<file path="config.mk">
export PLATFORM = sky130hd
export DESIGN_NAME = prio_mask_filter
export DESIGN_NICKNAME = d
export VERILOG_FILES = /design/src/rtl/pmf_pkg.sv /design/src/rtl/pmf_mask_reg.sv /design/src/rtl/pmf_compare.sv /design/src/rtl/prio_mask_filter.sv
export SDC_FILE = /design/constraint.sdc
export NUM_CORES = 1
export LEC_CHECK = 0
export BUFFER_PORTS_ARGS = -buffer_cell sky130_fd_sc_hd__clkbuf_2
export CORE_ASPECT_RATIO = 2
export CORE_UTILIZATION = 29
export DETAILED_ROUTE_END_ITERATION = 10
export PLACE_DENSITY = 0.85
export SYNTH_ARGS = -nofsm -noshare
export SYNTH_HDL_FRONTEND = slang
export SYNTH_SLANG_ARGS = --single-unit
</file>
<file path="constraint.sdc">
create_clock -name clk -period 6.1 [get_ports clk]
set_input_delay 1.525 -clock clk [delete_from_list [all_inputs] [get_ports clk]]
set_output_delay 1.525 -clock clk [all_outputs]
set_load 0.02 [all_outputs]
</file>
<file path="src/rtl/pmf_pkg.sv">
package pmf_pkg;

    localparam int PRIO_W = 8;
    localparam int REG_W  = 64;

    typedef logic [PRIO_W-1:0] prio_t;

    typedef struct packed {
        prio_t mask;
    } pmf_state_t;

    // Keeps the implemented high-order priority bits, clears the rest.
    function automatic prio_t impl_keep(input int bits);
        return prio_t'(8'hFF << (PRIO_W - bits));
    endfunction

endpackage

</file>
<file path="src/rtl/pmf_mask_reg.sv">
module pmf_mask_reg
    import pmf_pkg::*;
#(
    parameter int IMPL_BITS = 5
) (
    input  logic  clk,
    input  logic  rst_n,
    input  logic  wr_en,
    input  prio_t wr_val,
    output prio_t mask_q,
    output prio_t eff_mask
);
    localparam prio_t KEEP = impl_keep(IMPL_BITS);

    pmf_state_t state_d, state_q;
    prio_t      wr_trunc;

    always_comb begin
        wr_trunc = wr_val & KEEP;
        state_d  = state_q;
        if (wr_en) begin
            state_d.mask = wr_trunc;
        end
        // Bypass: the compare sees the written value in the write cycle.
        eff_mask = state_d.mask;
    end

    always_ff @(posedge clk) begin
        if (!rst_n) begin
            state_q <= '0;
        end else begin
            state_q <= state_d;
        end
    end

    assign mask_q = state_q.mask;

    // an accepted write lands truncated in the stored mask
    assert_wr_loads_R5: assert property (@(posedge clk) disable iff (!rst_n)
        wr_en |=> (mask_q == ($past(wr_val) & KEEP)));

    // no write, no change
    assert_mask_hold_R8: assert property (@(posedge clk) disable iff (!rst_n)
        !wr_en |=> $stable(mask_q));

endmodule

</file>
<file path="src/rtl/pmf_compare.sv">
module pmf_compare
    import pmf_pkg::*;
#(
    parameter int IMPL_BITS = 5
) (
    input  logic  valid,
    input  prio_t prio,
    input  prio_t mask,
    output logic  signal
);
    localparam prio_t KEEP = impl_keep(IMPL_BITS);

    prio_t prio_trunc;

    always_comb begin
        prio_trunc = prio & KEEP;
        signal     = valid && (prio_trunc < mask);
    end

endmodule

</file>
<file path="src/rtl/prio_mask_filter.sv">
module prio_mask_filter
    import pmf_pkg::*;
#(
    parameter int IMPL_BITS = 5
) (
    input  logic        clk,
    input  logic        rst_n,
    input  logic        reg_wr_en,
    input  logic [63:0] reg_wr_data,
    output logic [63:0] reg_rd_data,
    input  logic        irq_valid,
    input  logic [7:0]  irq_prio,
    output logic        irq_signal
);
    localparam prio_t KEEP = impl_keep(IMPL_BITS);

    prio_t mask_q;
    prio_t eff_mask;
    logic  unused_hi;

    assign unused_hi = ^reg_wr_data[REG_W-1:PRIO_W];

    pmf_mask_reg #(.IMPL_BITS(IMPL_BITS)) u_reg (
        .clk      (clk),
        .rst_n    (rst_n),
        .wr_en    (reg_wr_en),
        .wr_val   (reg_wr_data[PRIO_W-1:0]),
        .mask_q   (mask_q),
        .eff_mask (eff_mask)
    );

    pmf_compare #(.IMPL_BITS(IMPL_BITS)) u_cmp (
        .valid  (irq_valid),
        .prio   (irq_prio),
        .mask   (eff_mask),
        .signal (irq_signal)
    );

    assign reg_rd_data = {{(REG_W-PRIO_W){1'b0}}, mask_q};

    // nothing signalled without a pending interrupt
    assert_no_sig_idle_R7: assert property (@(posedge clk) disable iff (!rst_n)
        !irq_valid |-> !irq_signal);

    // a priority at or below the stored mask's urgency is never signalled
    assert_strict_block_R4: assert property (@(posedge clk) disable iff (!rst_n)
        (!reg_wr_en && ((irq_prio & KEEP) >= reg_rd_data[7:0])) |-> !irq_signal);

    // reserved read bits stay zero across writes
    assert_rd_upper_zero_R2: assert property (@(posedge clk) disable iff (!rst_n)
        reg_wr_en |=> (reg_rd_data[63:8] == '0));

    generate
        if (IMPL_BITS < PRIO_W) begin : g_low_chk
            // unimplemented low mask bits read as zero
            assert_low_zero_R3: assert property (@(posedge clk) disable iff (!rst_n)
                reg_wr_en |=> (reg_rd_data[PRIO_W-1-IMPL_BITS:0] == '0));
        end
    endgenerate

endmodule

</file>
Yosys cells after proc, flatten, opt, wreduce, memory -nomap -nowiden
Cells that the tools add are included.
{"block": "classes", "order_cmp": 1, "n_mux": 1, "reduce_logical": 1}
{"op": "$lt 8x8->1", "n": 1}
{"op": "$mux 8", "n": 1}
{"op": "$logic_and 1x1->1", "n": 1}
{"block": "totals", "regBits": 8, "output_inout_bits": 65, "wordCells": 4}

Logic depth before layout (Yosys ltp)
{"block": "depth", "depth_word": 3, "depth_mapped": 6}

By module
From an unflattened synthesis, not the netlist that was laid out.
{"block": "unflattened", "hier_cells": 100, "hier_area_um2": 883.3}
{"module": "prio_mask_filter", "instances": 1, "cells_each": 57, "area_per_inst_um2": 424.2, "seq_area_each_um2": 0.0}
{"module": "pmf_mask_reg", "instances": 1, "cells_each": 25, "area_per_inst_um2": 325.3, "seq_area_each_um2": 160.2}
{"module": "pmf_compare", "instances": 1, "cells_each": 18, "area_per_inst_um2": 133.9, "seq_area_each_um2": 0.0}

Worst setup path before layout
OpenSTA, ideal clock, no wires.
{"block": "synth_path", "path_type": "in2out", "startpoint": "input reg_wr_en", "endpoint": "output irq_signal", "t_arrival_ns": 2.904, "t_required_ns": 4.575, "slack_ns": 1.671, "stages": 6, "path_cell_list": "buf_2 > mux2i_1 > ha_1 > nand3_1 > nand4b_1 > nor3_1"}
{"block": "synth_between", "elab_chain_cells": 3}
{"element": "from (decl)", "line": "prio_mask_filter.sv:8", "text": "input logic reg_wr_en,"}
{"element": "$mux 8", "line": "pmf_mask_reg.sv:21", "text": "if (wr_en) begin"}
{"element": "$lt 8x8->1", "line": "pmf_compare.sv:17", "text": "signal = valid && (prio_trunc < mask);"}
{"element": "$logic_and 1x1->1", "line": "pmf_compare.sv:17"}
{"element": "to (decl)", "line": "prio_mask_filter.sv:13", "text": "output logic irq_signal"}
Every way passes these cells.

Worst setup path in the final report
Same ends and word-level chain as after synthesis.

==> reports/results.ini <==
[route]
ant_nets=0
drt-wirelength-per-cell_um=7.89
drcViolationCount=0
wl_mm=1.14
firstDrtPassIters=1
vias_per_cell=3.56
num_vias=516
initialDrtViolationCount=0

[synthesis]
ys_seq_elements=8
yosysTopAreaCell=buf_4
syn_inst=94
synth.top_cells.by_area=buf_4 51%, dfxtp_1 20%, ha_1 7.7%, mux2i_1 6.1%, nor2b_1 4.6%
yosys.cell_types.count=17
synth_top_area_share_pct=51.5
yosysWarnings=0
synth_area_um2=817
yosysSeqAreaShare_pct=19.6
synth_area_per_cell_um2=8.69

[clocking]
hold_buffers=0
clock_path_buffers=2
tritoncts=built
post_cts_resize_count=0
cts_max_level=1
clock_latency_ns=0.22
cts-buffers-inserted=3
cts.clk_slew.worst_paths_ns=0.04
root_buffer=clkbuf_8
postCtsSetupBuffers=0
clock-sinks=8

[floorplanning]
die-area_um2=3050
die_h_um=77.1
start_util_pct=31.4
core_region_area_um2=2600
io_pins=141
rows=26
die_w_um=39.5

[setup_path]
start_kind=primary input
path_max_fanout=7
required_ns=4.58
worst-setup-path-type=in -> out
crit_arrival_ns=3.05
setup.worst_path.end_class=primary output
r2r_slack_ns=5.40

[global_route]
grt-ovfl-total=0
antenna_found_initial=0
grt_pass1_wl_mm=1.52
grt_pass1_vias=375
grt_use_total_pct=7.02
grt_max_degree=8

[place]
dp_hpwl_um=979
place_ws_ns=1.54
io_buffer_count=22
dp_cells=142
gp_congestion=0.593

[sta]
final_hold_viol_count=0
setup_tns_ns=0
finalMaxSlewViolations=0
rsz0062_at_grt=no
max_freq_mhz=219
fin_crit_sh_pct=75.0
fin_crit_ns=4.58
fin_worst_skew_ns=0
finalSetupViolCount=0
finalWorstSetupSlack_ns=1.52

[status]
status=finished, final reports clean

[final_layout]
synthToLayoutAreaGrowth_pct=-3.98
layout-drive-gt1-share_pct=22.2
nets=200
n_antenna_cell=0
post-route-util_pct=30.1
seq_area_um2=160
final_cell_count_no_fill=145
n_fill_cell=296
multi_input_comb_area_um2=438
largest_reg_flops=8

[pwr]
peakVddDrop_mv=0.103
p_leak_nw=0.469
power.density_nw_per_um2=220

[flow_run]
drv_cap=0

[hold_path]
worstHoldPathType=reg -> reg

layout make-up:
type | instances | area share (%)
tap | 28 | 4.47
sequential | 8 | 20.4
timing repair buffer | 22 | 14.0
multi-input combinational | 84 | 55.8
clock buffer | 3 | 5.26
power by group:
part	switching [mW]	internal, mW
Combinational	0.0436	0.0116
Clock	0.0192	0.0426
Sequential	0.000971	0.0545
worst paths after layout:
| kind | start | depth (start not counted) | end |
|---|---|---|---|
| hold reg to reg | u_reg.mask_q[1] | 1 | u_reg.mask_q[1] |
| setup reg to reg | u_reg.mask_q[5] | 2 | u_reg.mask_q[5] |
| setup / recovery | reg_wr_en | 7 | irq_signal |
| hold / removal | u_reg.mask_q[1] | 1 | u_reg.mask_q[1] |
synthesized netlist by cell type:
library cell / instances
a21oi_1: 2
ha_1: 5
buf_4: 56
conb_1: 1
or4b_1: 1
nor2b_1: 6
nand3_1: 1
and4_1: 1
mux2i_1: 5
buf_2: 1
nor3_1: 1
nand4b_1: 1
and2_1: 2
dfxtp_1: 8
and2_2: 1
nand4_1: 1
nand2_1: 1
cells in the final DEF, fill, tap and decap left out, drive strengths merged:
master	count
nor3	1
nand4b	1
and2	3
mux2i	5
nand2	1
nor2b	6
and4	1
dfxtp	8
clkbuf	25
ha	5
a21oi	2
conb	56
or4b	1
nand3	1
nand4	1
through the flow:
| stage | total power, mW | hold WS (ns) | instance area (um^2) |
|---|---|---|---|
| floorplan | 0.129 | 0.561 | 1020 |
| global placement | 0.111 | 0.468 | 743 |
| detailed placement | 0.111 | 0.471 | 743 |
| CTS | 0.176 | 0.486 | 785 |
| global route | 0.184 | 0.506 | 785 |
| finish | 0.172 | 0.479 | 785 |
cells by family (layout without fill, tap and decap cells):
group / Yosys count / after routing / share of synthesized area [%]
buffers and inverters: 57 / 25 / 52.1
multiplexers: 5 / 5 / 6.13
AO/OA/AOI/OAI: 2 / 2 / 1.23
adder cells (fa/ha/maj): 5 / 5 / 7.66
flip-flops: 8 / 8 / 19.6
AND/OR/NAND/NOR: 16 / 16 / 12.9
other: 1 / 56 / 0.459
layer usage:
layer,track usage (%),share of wire [%],vias up
met5,0,0,-
met2,11.8,49,62
met1,7.12,35,217
li1,-,-,237
met4,3.10,0,0
met3,2.60,16,0
worst max-delay path: stages:
cell and delay [ns]:
clkbuf_2 0.19, mux2i_1 0.18, ha_1 0.30, or4b_1 0.44, a21oi_1 0.19, nor3_1 0.07
clkbuf_2 0.15
Power figures use the tool's default switching activity.
